**src/rtl/cdt_pkg.sv**
```systemverilog
package cdt_pkg;
   // Register select encoding
   typedef enum logic [1:0] {
      SEL_DIV  = 2'd0,
      SEL_INIT = 2'd1,
      SEL_CUR  = 2'd2,
      SEL_RSVD = 2'd3
   } cdt_sel_e;

   // Divide code holds {cfg[3], cfg[1], cfg[0]}
   localparam int unsigned EXP_W = 3;
   // Prescaler spans the largest divisor 2**(2**EXP_W - 1)
   localparam int unsigned PRE_W = (1 << EXP_W) - 1;
endpackage

```
**src/rtl/cdt_div_decode.sv**
```systemverilog
module cdt_div_decode
   import cdt_pkg::*;
#(
   parameter int unsigned CODE_W = EXP_W,
   parameter int unsigned MASK_W = PRE_W
) (
   input  logic [CODE_W-1:0] code_i,
   output logic [MASK_W-1:0] mask_o
);
   if (MASK_W != (1 << CODE_W) - 1) begin : g_bad_width
      $error("cdt_div_decode: MASK_W must be 2**CODE_W - 1");
   end

   logic [CODE_W-1:0] expo;
   logic [MASK_W:0]   div_oh;

   always_comb begin
      // Exponent wraps modulo 2**CODE_W
      expo   = code_i + CODE_W'(1);
      div_oh = (MASK_W+1)'(1) << expo;
      mask_o = div_oh[MASK_W-1:0] - MASK_W'(1);
   end
endmodule

```
**src/rtl/cdt_prescaler.sv**
```systemverilog
module cdt_prescaler #(
   parameter int unsigned MASK_W = 7
) (
   input  logic              clk,
   input  logic              rst_n,
   input  logic [MASK_W-1:0] mask_i,
   output logic              tick_o
);
   logic [MASK_W-1:0] pre_q;

   always_ff @(posedge clk) begin
      if (!rst_n) pre_q <= '0;
      else        pre_q <= pre_q + MASK_W'(1);
   end

   // Boundary when all low bits selected by the mask are ones
   assign tick_o = &(pre_q | ~mask_i);


   tick_spacing_chk: assert property (@(posedge clk) disable iff (!rst_n)
      (tick_o && mask_i != '0) |=> (!tick_o || mask_i != $past(mask_i)));
endmodule

```
**src/rtl/cdt_counter.sv**
```systemverilog
module cdt_counter #(
   parameter int unsigned DATA_W   = 32,
   parameter bit          SAT_READ = 1'b1
) (
   input  logic              clk,
   input  logic              rst_n,
   input  logic              tick_i,
   input  logic              load_i,
   input  logic [DATA_W-1:0] load_val_i,
   output logic [DATA_W-1:0] remain_o,
   output logic              expire_o
);
   logic [DATA_W-1:0] cnt_q;
   logic              wait_q;
   logic              exp_q;
   logic [DATA_W:0]   sum;

   always_ff @(posedge clk) begin
      if (!rst_n) begin
         cnt_q  <= '0;
         wait_q <= 1'b0;
         exp_q  <= 1'b0;
      end else begin
         exp_q <= 1'b0;
         if (load_i) begin
            cnt_q  <= load_val_i;
            // Off-boundary load waits one partial period
            wait_q <= !tick_i && (load_val_i != '0);
         end else if (tick_i && cnt_q != '0) begin
            if (wait_q) begin
               wait_q <= 1'b0;
            end else begin
               cnt_q <= cnt_q - DATA_W'(1);
               if (cnt_q == DATA_W'(1)) exp_q <= 1'b1;
            end
         end
      end
   end

   assign sum      = {1'b0, cnt_q} + (DATA_W+1)'(wait_q);
   assign expire_o = exp_q;

   if (SAT_READ) begin : g_sat
      assign remain_o = sum[DATA_W] ? '1 : sum[DATA_W-1:0];
   end else begin : g_wrap
      assign remain_o = sum[DATA_W-1:0];
   end


   expire_single_chk: assert property (@(posedge clk) disable iff (!rst_n)
      exp_q |=> !exp_q);

   expire_cause_chk: assert property (@(posedge clk) disable iff (!rst_n)
      exp_q |-> ($past(cnt_q) == DATA_W'(1) && $past(tick_i) && !$past(load_i)));

   zero_load_chk: assert property (@(posedge clk) disable iff (!rst_n)
      (load_i && load_val_i == '0) |=> (cnt_q == '0 && !exp_q));

   count_step_chk: assert property (@(posedge clk) disable iff (!rst_n)
      (!load_i && cnt_q != '0) |=>
         (cnt_q == $past(cnt_q) || cnt_q == $past(cnt_q) - DATA_W'(1)));
endmodule

```
**src/rtl/cdt_timer.sv**
```systemverilog
module cdt_timer
   import cdt_pkg::*;
#(
   parameter int unsigned DATA_W   = 32,
   parameter bit          SAT_READ = 1'b1
) (
   input  logic              clk,
   input  logic              rst_n,
   input  logic [1:0]        reg_sel,
   input  logic              wr_en,
   input  logic [DATA_W-1:0] wr_data,
   output logic [DATA_W-1:0] rd_data,
   output logic              expire_o
);
   if (DATA_W < 4) begin : g_bad_data_w
      $error("cdt_timer: DATA_W must hold the divide code bits");
   end

   logic [EXP_W-1:0]  code_q;
   logic [DATA_W-1:0] init_q;
   logic [PRE_W-1:0]  mask;
   logic              tick;
   logic              load;
   logic [DATA_W-1:0] remain;
   cdt_sel_e          sel;

   assign sel  = cdt_sel_e'(reg_sel);
   assign load = wr_en && (sel == SEL_INIT);

   always_ff @(posedge clk) begin
      if (!rst_n) begin
         code_q <= '0;
         init_q <= '0;
      end else if (wr_en) begin
         case (sel)
            SEL_DIV:  code_q <= {wr_data[3], wr_data[1:0]};
            SEL_INIT: init_q <= wr_data;
            default:  ;
         endcase
      end
   end

   cdt_div_decode #(.CODE_W(EXP_W), .MASK_W(PRE_W)) u_dec (
      .code_i (code_q),
      .mask_o (mask)
   );

   cdt_prescaler #(.MASK_W(PRE_W)) u_pre (
      .clk    (clk),
      .rst_n  (rst_n),
      .mask_i (mask),
      .tick_o (tick)
   );

   cdt_counter #(.DATA_W(DATA_W), .SAT_READ(SAT_READ)) u_cnt (
      .clk        (clk),
      .rst_n      (rst_n),
      .tick_i     (tick),
      .load_i     (load),
      .load_val_i (wr_data),
      .remain_o   (remain),
      .expire_o   (expire_o)
   );

   always_comb begin
      rd_data = '0;
      case (sel)
         SEL_DIV: begin
            rd_data[3]   = code_q[2];
            rd_data[1:0] = code_q[1:0];
         end
         SEL_INIT: rd_data = init_q;
         SEL_CUR:  rd_data = remain;
         default:  rd_data = '0;
      endcase
   end


   cur_write_ignored_chk: assert property (@(posedge clk) disable iff (!rst_n)
      (wr_en && sel == SEL_CUR) |=> ($stable(code_q) && $stable(init_q)));
endmodule

```
**config.mk**
```make
export PLATFORM = sky130hd
export DESIGN_NAME = cdt_timer
export DESIGN_NICKNAME = d
export VERILOG_FILES = /design/src/rtl/cdt_pkg.sv /design/src/rtl/cdt_div_decode.sv /design/src/rtl/cdt_prescaler.sv /design/src/rtl/cdt_counter.sv /design/src/rtl/cdt_timer.sv
export SDC_FILE = /design/constraint.sdc
export NUM_CORES = 1
export LEC_CHECK = 0
export ABC_AREA = 1
export BUFFER_PORTS_ARGS = -buffer_cell sky130_fd_sc_hd__buf_2
export CAP_MARGIN = 20
export CELL_PAD_IN_SITES_DETAIL_PLACEMENT = 1
export CELL_PAD_IN_SITES_GLOBAL_PLACEMENT = 2
export CORE_MARGIN = 8
export CORE_UTILIZATION = 32
export CTS_BUF_LIST = sky130_fd_sc_hd__clkbuf_8
export CTS_CLUSTER_DIAMETER = 50
export CTS_CLUSTER_SIZE = 30
export DETAILED_ROUTE_END_ITERATION = 8
export PLACE_DENSITY_LB_ADDON = 0.08
export SLEW_MARGIN = 25
export SYNTH_ARGS = -nofsm -noshare
export SYNTH_HDL_FRONTEND = slang
export SYNTH_SLANG_ARGS = --single-unit
```
**constraint.sdc**
```tcl
create_clock -name clk -period 3.1 [get_ports clk]
set_input_delay 0.155 -clock clk [delete_from_list [all_inputs] [get_ports clk]]
set_output_delay 0.155 -clock clk [all_outputs]
set_load 0.005 [all_outputs]
```
## After elaboration in Yosys (flattened, before gate mapping)

Cells that the tools add are included.

| word-level totals | value |
|---|---|
| bits in registers | 76 |
| bits of input ports | 37 |
| output and inout port bits | 33 |
| logic and storage cells | 44 |

| cells by class | value |
|---|---|
| $add $sub $neg | 5 |
| equal/unequal tests | 4 |
| shift-type cells | 1 |
| mux-type cells | 11 |
| bitwise gates (word level) | 4 |
| reduce and logical (&&, ||, !) cells | 13 |

Operators with widths:

| operator | number |
|---|---|
| 32-bit two-way mux | 4 |
| 32-bit nonzero test | 2 |
| 28-bit one-hot mux with 2 select lines | 1 |
| 32-bit by 1-bit adder with 33-bit output | 1 |
| 32-bit by 1-bit == test with 1-bit output, second input constant | 1 |
| 32-bit by 1-bit subtractor with 32-bit output, second input constant | 1 |
| 7-bit by 1-bit adder with 7-bit output, second input constant | 1 |
| 7-bit NOT | 1 |
| 7-bit bitwise OR | 1 |
| 7-bit AND reduction | 1 |
| 1-bit by 3-bit << shifter with 7-bit output, first input constant | 1 |
| 7-bit by 1-bit subtractor with 7-bit output, second input constant | 1 |
| 2-bit one-hot mux with 3 select lines | 1 |
| 2-bit AND reduction | 3 |
| 4-bit OR reduction | 1 |
| 3-bit by 1-bit adder with 3-bit output, second input constant | 1 |
| 1-bit logical AND | 3 |
| 1-bit two-way mux | 3 |
| 1-bit one-hot mux with 3 select lines | 1 |
| 2-bit by 1-bit == test with 1-bit output, second input constant | 1 |
| 2-bit == test, second input constant | 1 |
| 2-bit logical NOT | 1 |
| 2-bit != test, second input constant | 1 |
| 1-bit NOT | 2 |
| other kinds (3) | 3 |

## Depth between registers and ports, before layout

Gate-level depths: netlist (run 1).

| depth | value |
|---|---|
| depth in word-level cells | 9 |
| depth in mapped cells | 18 |
| mapped depth without buffers | 16 |

## By module

A second synthesis (run 1) with hierarchy kept.

| second synthesis, totals | value |
|---|---|
| cells, all modules | 1099 |
| area total of the unflattened synthesis | 6125.9 µm² |

Modules (own cells, without submodules):

| module | times used | cells an instance | area each (µm²) | seq. area each (µm²) |
|---|---|---|---|---|
| cdt_counter | 1 | 676 | 3666.0 | 680.7 |
| cdt_timer | 1 | 342 | 1984.4 | 700.7 |
| cdt_prescaler | 1 | 54 | 350.3 | 140.1 |
| cdt_div_decode | 1 | 27 | 125.1 | 0.0 |

## Least setup slack after synthesis (run 1)

Ideal clock, no wire load.

| timing | value |
|---|---|
| path kind | reg-to-reg |
| start | reg code_q[1] |
| end | reg u_cnt.cnt_q[16] |
| setup time | 70 ps |
| arrival | 2218 ps |
| data required time | 3030 ps |
| slack | 812 ps |
| cell stages (with the launch flop) | 18 |
| buffers on the path | 2 |
| clock period less this slack | 2288 ps |
| cells stage by stage | dfxtp_1 nand2_1 inv_1 ha_1 buf_2 nand2_1 ha_1 nand4_1 nand3_1 nand2_1 nor2_1 nand2_1 nor2_2 nand3_1 nand2_2 buf_4 nand3_1 a21oi_1 |

| on the way | value |
|---|---|
| longest elaborated chain between the ends | 9 |

Ends and longest elaborated chain:

| what | RTL line | source |
|---|---|---|
| start, declared | cdt_timer.sv:19 | `logic [EXP_W-1:0] code_q;` |
| start signal, assigned | cdt_timer.sv:36 | `SEL_DIV: code_q <= {wr_data[3], wr_data[1:0]};` |
| 3-bit by 1-bit adder with 3-bit output | cdt_div_decode.sv:19 | `expo = code_i + CODE_W'(1);` |
| 1-bit by 3-bit << shifter with 7-bit output | cdt_div_decode.sv:20 | `div_oh = (MASK_W+1)'(1) << expo;` |
| 7-bit by 1-bit subtractor with 7-bit output | cdt_div_decode.sv:21 | `mask_o = div_oh[MASK_W-1:0] - MASK_W'(1);` |
| 7-bit NOT | cdt_prescaler.sv:17 | `assign tick_o = &(pre_q \| ~mask_i);` |
| 7-bit bitwise OR | cdt_prescaler.sv:17 |  |
| 7-bit AND reduction | cdt_prescaler.sv:17 |  |
| 1-bit logical AND | cdt_counter.sv:29 | `end else if (tick_i && cnt_q != '0) begin` |
| 2-bit nonzero test (no line) | -- |  |
| 2-bit AND reduction (no line) | -- |  |
| end signal, assigned | cdt_counter.sv:26 | `cnt_q <= load_val_i;` |
| end signal, assigned | cdt_counter.sv:33 | `cnt_q <= cnt_q - DATA_W'(1);` |
| end, declared | cdt_counter.sv:13 | `logic [DATA_W-1:0] cnt_q;` |

No other way between the ends.
A chain may end at the register's enable or synchronous reset.

## Worst setup path after layout (run 1)

| timing | value |
|---|---|
| start | reg u_cnt.cnt_q[0] |
| end | out rd_data[20] |

| on the way | value |
|---|---|
| longest elaborated chain between the ends | 3 |

Ends and longest elaborated chain:

| what | RTL line | source |
|---|---|---|
| 32-bit by 1-bit adder with 33-bit output | cdt_counter.sv:40 | `assign sum = {1'b0, cnt_q} + (DATA_W+1)'(wait_q);` |
| 32-bit two-way mux | cdt_counter.sv:44 | `assign remain_o = sum[DATA_W] ? '1 : sum[DATA_W-1:0];` |
| 28-bit one-hot mux with 2 select lines | cdt_timer.sv:67 | `case (sel)` |
| end, declared | cdt_timer.sv:12 | `output logic [DATA_W-1:0] rd_data,` |

No other way between the ends.

==> metrics.yaml, run 1 <==
worst_setup_path:
  rr_endpoint: "u_cnt.cnt_q[31]$_SDFFE_PN0P_"
  path_max_fanout: 14
  arrival_ps: 2780
  rrSetupSlack_ps: 430
  rr_worst_depth: 15
  timing.rr.start: "code_q[1]$_SDFFE_PN0P_"
  end_kind: "output port"
  critPathBufInv: 3
  max_stage_delay_ps: 390
  crit_path_start_kind: "flop"
  crit_slowest_cell: "dfxtp_4"
  path_cells: "ha_2, ha_2, nand2_2, nor3_4, nand2_4, nor4_4, buf_4, buf_12, o21ai_1, a21oi_1, buf_2"
  crit_required_ps: 2940
  cp_common_cell: "ha_2"
  path_class: "reg2out"
  path_delay_family: "simple AND/OR/NAND/NOR gates"
yosys:
  yosys_warnings: 0
  yosysSeqAreaShare_pct: 26.25
  ys_ff_latch: 76
  synth.net_count: 999
  avgSynthCellArea_um2: 6.108
  yosysUniqueCellTypes: 37
  synthCells: 949
  syn_area_um2: 5797
placement:
  portBuffers: 69
  gp_congestion: 0.8991
  placed_cell_area_um2: 6301
  detailedPlace.worstSlack_ps: 260.2
  hpwl_um: 19480
floorplanning:
  io_pins: 70
  dieArea_um2: 22680
  fp-row-count: 49
  core_area_um2: 17840
  dieHeight_um: 150.6
  initial_core_util_pct: 32.49
  dieWidth_um: 150.6
worst_hold_path:
  hold_depth: 3
  min_to: "init_q[24]$_SDFFE_PN0P_"
  hp-start: "wr_data[24]"
  holdCritPathClass: "in2reg"
timing:
  tightest_slew_ps: 786.9
  fin_tns_setup_ps: 0
  fin_ws_ps: 165.4
  slew_headroom_pct: 47.54
  period_share_pct: 94.66
  fmax_mhz: 340.8
  hold_violations: 0
  maxSlewViolCount: 0
  fin_crit_ps: 2935
  skew_ps: 14.76
  setup-violations-final: 0
  rsz0062_at_grt: "no"
power_and_ir_drop:
  power_density_nw_per_um2: 553.7
  ir_drop_mv: 0.2254
  p_total_uw: 3659
  leakagePower_uw: 0.002869
layout:
  final_area_um2: 6608
  syn2layout_area_growth_pct: 13.99
  drive_gt1_share_pct: 13.84
  final_common_cell: "nand2_1"
  final_cell_mix: "nand2_1, nand3_1, inv_1"
  num_antenna_cells: 0
  finalNetCount: 1049
flow_run:
  maxCapViolations: 0
run_status:
  outcome: "finished clean"
cts:
  cts_hold_buf: 0
  clkLatencyLatePin_ps: 380
  cts.clk_slew.worst_paths_ps: 90
  cts_inserted_buffers: 9
  htree_levels: 3
  cts_root_buf: "clkbuf_8"
  clock-sinks: 76
  cts_tree: "yes"
  ctsLongestPathBuffers: 2
global_routing:
  grt_pass1_vias: 6689
  antenna_found_initial: 0
  grt_max_degree: 61
  grtUsageTotal_pct: 22.73
  grt_pass1_wl_um: 39250
  grt-ovfl-total: 0
route:
  wl_per_cell_um: 20.75
  routed_wirelength_um: 25590
  drt-pass1-iter-count: 5
  num_vias: 6446
  first_iter_violations: 394
  ant_nets: 0
  vias_per_cell: 5.228
  route.detailed.drc: 0
final cells by class:
cell class,instances,area [um2]
multi-input combinational,721,3627
timing repair buffer,101,628.1
inverter,90,337.8
fill,2397,11230
tap,229,286.5
clock inverter,6,63.81
sequential,76,1526
clock buffer,10,137.6
kinds of logic after synthesis:
kind of cell / after synthesis / synth area share (%)
flops: 76 / 26.25
xor+xnor: 37 / 5.590
simple gates: 509 / 38.96
compound gates: 162 / 14.79
fa+ha+maj: 13 / 2.806
buf+inv: 152 / 11.61
per-stage QoR:
stage               hold WS [ps]  cells  util [%]
global route               66.15   1233     37.04
finish                     72.47   1233     37.04
detailed placement         441.0   1210     35.32
CTS                        59.23   1229     36.64
global placement           429.2   1210     35.32
floorplan                  315.1    949         -
what timing repair did:
item,4_1_cts,5_1_grt
endpoints found under the setup margin,26,27
pin swaps,2,2
setup buffers,3,3
cloned,0,1
resized for setup,5,7
flip-flops by register name, summed over array words and instances (netlist names):
signal	cells
code_q	3
init_q	32
u_cnt.cnt_q	32
u_cnt.expire_o	1
u_cnt.wait_q	1
u_pre.pre_q	7
power by group:
group          internal (uW)  total (uW)  leakage, uW  switching, uW
clock network            395         859     0.000104            464
registers               1050        1180     0.000619            124
logic                    542        1620      0.00215           1080
total                   1990        3660      0.00287           1670
worst max-delay path by stage:
| stage | start | endpoint | slack, ps | cells past startpoint |
|---|---|---|---|---|
| 2_1_floorplan | code_q[1]$_SDFFE_PN0P_ | u_cnt.cnt_q[16]$_SDFFE_PN0P_ | 810 | 17 |
| 3_3_place_gp | u_cnt.cnt_q[0]$_SDFFE_PN0P_ | rd_data[24] | 280 | 13 |
| 3_5_place_dp | u_cnt.cnt_q[0]$_SDFFE_PN0P_ | rd_data[24] | 260 | 13 |
| 4_1_cts | u_cnt.wait_q$_SDFFE_PN0P_ | rd_data[17] | 20 | 12 |
| 5_1_grt | u_cnt.wait_q$_SDFFE_PN0P_ | rd_data[17] | 10 | 13 |
| 6_report | u_cnt.cnt_q[0]$_SDFFE_PN0P_ | rd_data[20] | 170 | 11 |
per-layer routing:
layer,GRT usage [%],wire [um],up-vias
met4,8.956,875,0
met3,3.667,870,44
li1,-,-,3225
met1,28.61,11760,3038
met2,38.09,12070,139
met5,0,0,-
synthesized netlist by cell type, drive strengths merged:
| library cell | n | area share [%] |
|---|---|---|
| xor2 | 35 | 5.3 |
| o31ai | 13 | 1.7 |
| clkinv | 1 | 0.065 |
| nand2 | 233 | 15 |
| nand4 | 22 | 2.5 |
| inv | 89 | 5.8 |
| nor4 | 13 | 1.7 |
| a21boi | 1 | 0.13 |
| clkbuf | 34 | 2.9 |
| nand3 | 120 | 10 |
| nor2 | 91 | 6.2 |
| a21oi | 82 | 7.1 |
| dlygate4sd1 | 2 | 0.30 |
| dfxtp | 76 | 26 |
| o21ai | 60 | 5.2 |
| buf | 26 | 2.6 |
| a31oi | 4 | 0.43 |
| nor3 | 25 | 2.4 |
| nand3b | 3 | 0.39 |
| or2 | 2 | 0.22 |
| xnor2 | 2 | 0.30 |
| o211ai | 1 | 0.13 |
| o22a | 1 | 0.15 |
| ha | 13 | 2.8 |
tightest hold or removal path, delay by kind of cell:
kind | cells | cell delay [ps]
AO/OA/AOI/OAI | 1 | 70
buffers and inverters | 2 | 180
No activity file was read; power rests on OpenSTA's default activity.
==> run 2: changes to the inputs <==
==> constraint.sdc (replaced) <==
create_clock -name clk -period 2.9 [get_ports clk]
set_input_delay 0.145 -clock clk [delete_from_list [all_inputs] [get_ports clk]]
set_output_delay 0.145 -clock clk [all_outputs]
set_load 0.005 [all_outputs]
==> run 2 against run 1 <==
Global-route usage about the same. Sequential power increased by 6%. Worst setup slack gained 7.0 ps. Non-clock buffer count rose by 14. Critical endpoint is now rd_data[5]. Largest cell class unchanged. Largest power group unchanged.
==> metrics.yaml, run 2 (synthesis results as in run 1) <==
run_status:
  outcome: "finished clean"
worst_setup_path:
  path_cells: "ha_4, ha_4, nand2_2, nor3_4, buf_6, nand2_4, nor4_4, buf_4, bufbuf_16, o21ai_1, a21oi_1, buf_2"
  crit_path_start_kind: "flop"
  rrSetupSlack_ps: 280
  path_class: "reg2out"
  crit_required_ps: 2760
  arrival_ps: 2580
  path_max_fanout: 7
  rr_endpoint: "u_cnt.cnt_q[22]$_SDFFE_PN0P_"
  rr_worst_depth: 14
  cp_common_cell: "ha_4"
  end_kind: "output port"
  max_stage_delay_ps: 390
  crit_slowest_cell: "dfxtp_4"
  path_delay_family: "buffers and inverters"
  critPathBufInv: 4
  timing.rr.start: "code_q[2]$_SDFFE_PN0P_"
route:
  routed_wirelength_um: 25170
  num_vias: 6502
  first_iter_violations: 377
  vias_per_cell: 5.214
  drt-pass1-iter-count: 5
  ant_nets: 0
  route.detailed.drc: 0
  wl_per_cell_um: 20.18
timing:
  maxSlewViolCount: 0
  fin_tns_setup_ps: 0
  setup-violations-final: 0
  tightest_slew_ps: 774.2
  fmax_mhz: 366.6
  slew_headroom_pct: 48.38
  skew_ps: 12.82
  hold_violations: 0
  period_share_pct: 94.05
  rsz0062_at_grt: "no"
  fin_crit_ps: 2728
cts:
  htree_levels: 3
  cts_root_buf: "clkbuf_8"
  clkLatencyLatePin_ps: 380
  cts_tree: "yes"
  clock-sinks: 76
  cts_inserted_buffers: 9
  cts.clk_slew.worst_paths_ps: 90
  cts_hold_buf: 0
  ctsLongestPathBuffers: 2
flow_run:
  maxCapViolations: 0
layout:
  final_common_cell: "nand2_1"
  reg_top3: "init_q x32, u_cnt.cnt_q x32, u_pre.pre_q x7"
  finalNetCount: 1063
  post_layout_nonfiller_instances: 1247
  drive_gt1_share_pct: 15.42
  syn2layout_area_growth_pct: 16.60
  final_cell_mix: "nand2_1, nand3_1, inv_1"
  num_antenna_cells: 0
global_routing:
  grt-ovfl-total: 0
  grt_pass1_wl_um: 39250
  grtUsageTotal_pct: 22.76
  grt_max_degree: 61
  grt_pass1_vias: 6737
  antenna_found_initial: 0
worst_hold_path:
  holdCritPathClass: "in2reg"
  min_to: "init_q[14]$_SDFFE_PN0P_"
  hold_depth: 3
  hp-start: "wr_data[14]"
power_and_ir_drop:
  ir_drop_mv: 0.2283
  power_density_nw_per_um2: 557.3
  leakagePower_uw: 0.002950
floorplanning:
  dieWidth_um: 150.6
  initial_core_util_pct: 32.49
  dieArea_um2: 22680
  core_area_um2: 17840
  io_pins: 70
  dieHeight_um: 150.6
  fp-row-count: 49
placement:
  dpl.cell_count: 1217
  portBuffers: 69
  hpwl_um: 19480
  gp_congestion: 0.9096
## run 2: cell count changes in the layout (fill, tap and decap cells not counted), sizes merged
| cell | previous run | this run |
|---|---|---|
| clkbuf | 11 | 9 |
| clkinvlp | 1 | 2 |
| inv | 92 | 93 |
| buf | 100 | 113 |
| bufbuf | 0 | 2 |
| bufinv | 1 | 0 |
## run 2: per-layer routing
| metal | wire, um | vias to the layer above | part of all wire [%] | global-route usage [%] |
|---|---|---|---|---|
| met3 | 897 | 36 | 3.6 | 3.246 |
| met4 | 894 | 0 | 3.6 | 9.253 |
| li1 | - | 3266 | - | - |
| met2 | 11770 | 126 | 47 | 37.09 |
| met5 | 0 | - | 0 | 0 |
| met1 | 11610 | 3074 | 46 | 29.63 |
## run 2: layout make-up
| type | count | area [um2] |
|---|---|---|
| clock buffers | 9 | 123.9 |
| well taps | 229 | 286.5 |
| multi-input cells | 721 | 3660 |
| repair buffers | 115 | 773.2 |
| clock inverters | 7 | 45.04 |
| inverters | 90 | 337.8 |
| fillers | 2424 | 11080 |
| flip-flops and latches | 76 | 1533 |
## run 2: worst max path at each step
| stage | to | cells after the start | slack, ps | startpoint |
|---|---|---|---|---|
| finish | rd_data[5] | 12 | 170 | u_cnt.cnt_q[0]$_SDFFE_PN0P_ |
| floorplan | u_cnt.cnt_q[16]$_SDFFE_PN0P_ | 17 | 610 | code_q[1]$_SDFFE_PN0P_ |
| global route | u_cnt.cnt_q[15]$_SDFFE_PN0P_ | 16 | 3 | code_q[2]$_SDFFE_PN0P_ |
| CTS | rd_data[17] | 14 | 40 | u_cnt.wait_q$_SDFFE_PN0P_ |
| detailed placement | rd_data[24] | 13 | 20 | u_cnt.cnt_q[0]$_SDFFE_PN0P_ |
| global placement | rd_data[24] | 13 | 40 | u_cnt.cnt_q[0]$_SDFFE_PN0P_ |
## run 2: worst min-delay path: cells and delay by family
kind	cells	cell delay, ps
compound gates	1	60
simple gates	1	80
buf+inv	1	110
## run 2: timing repair
item / 4_1_cts / 5_1_grt
cloned: 3 / 0
pin swaps: 2 / 4
endpoints found under the setup margin: 32 / 30
endpoints found under the hold margin: 0 / 0
gates resized for setup: 11 / 7
buffers inserted: 8 / 3
## run 2: where the power goes
part / leakage, uW / switching (uW) / total [uW] / internal (uW)
combinational: 0.00224 / 1150 / 1740 / 590
sequential: 0.000621 / 125 / 1250 / 1120
clock: 0.0000882 / 473 / 781 / 308
## run 2: metrics by stage
stage	power (uW)	utilization, %	setup slack (ps)	hold slack [ps]	instance area (um2)
floorplan	2435	-	611.9	305.1	5797
global placement	3001	35.68	43.38	429.7	6366
detailed placement	3000	35.68	19.93	436.4	6366
CTS	3803	37.63	40.74	45.95	6713
global route	4087	37.88	2.622	57.69	6759
finish	3767	37.88	172.4	60.40	6759
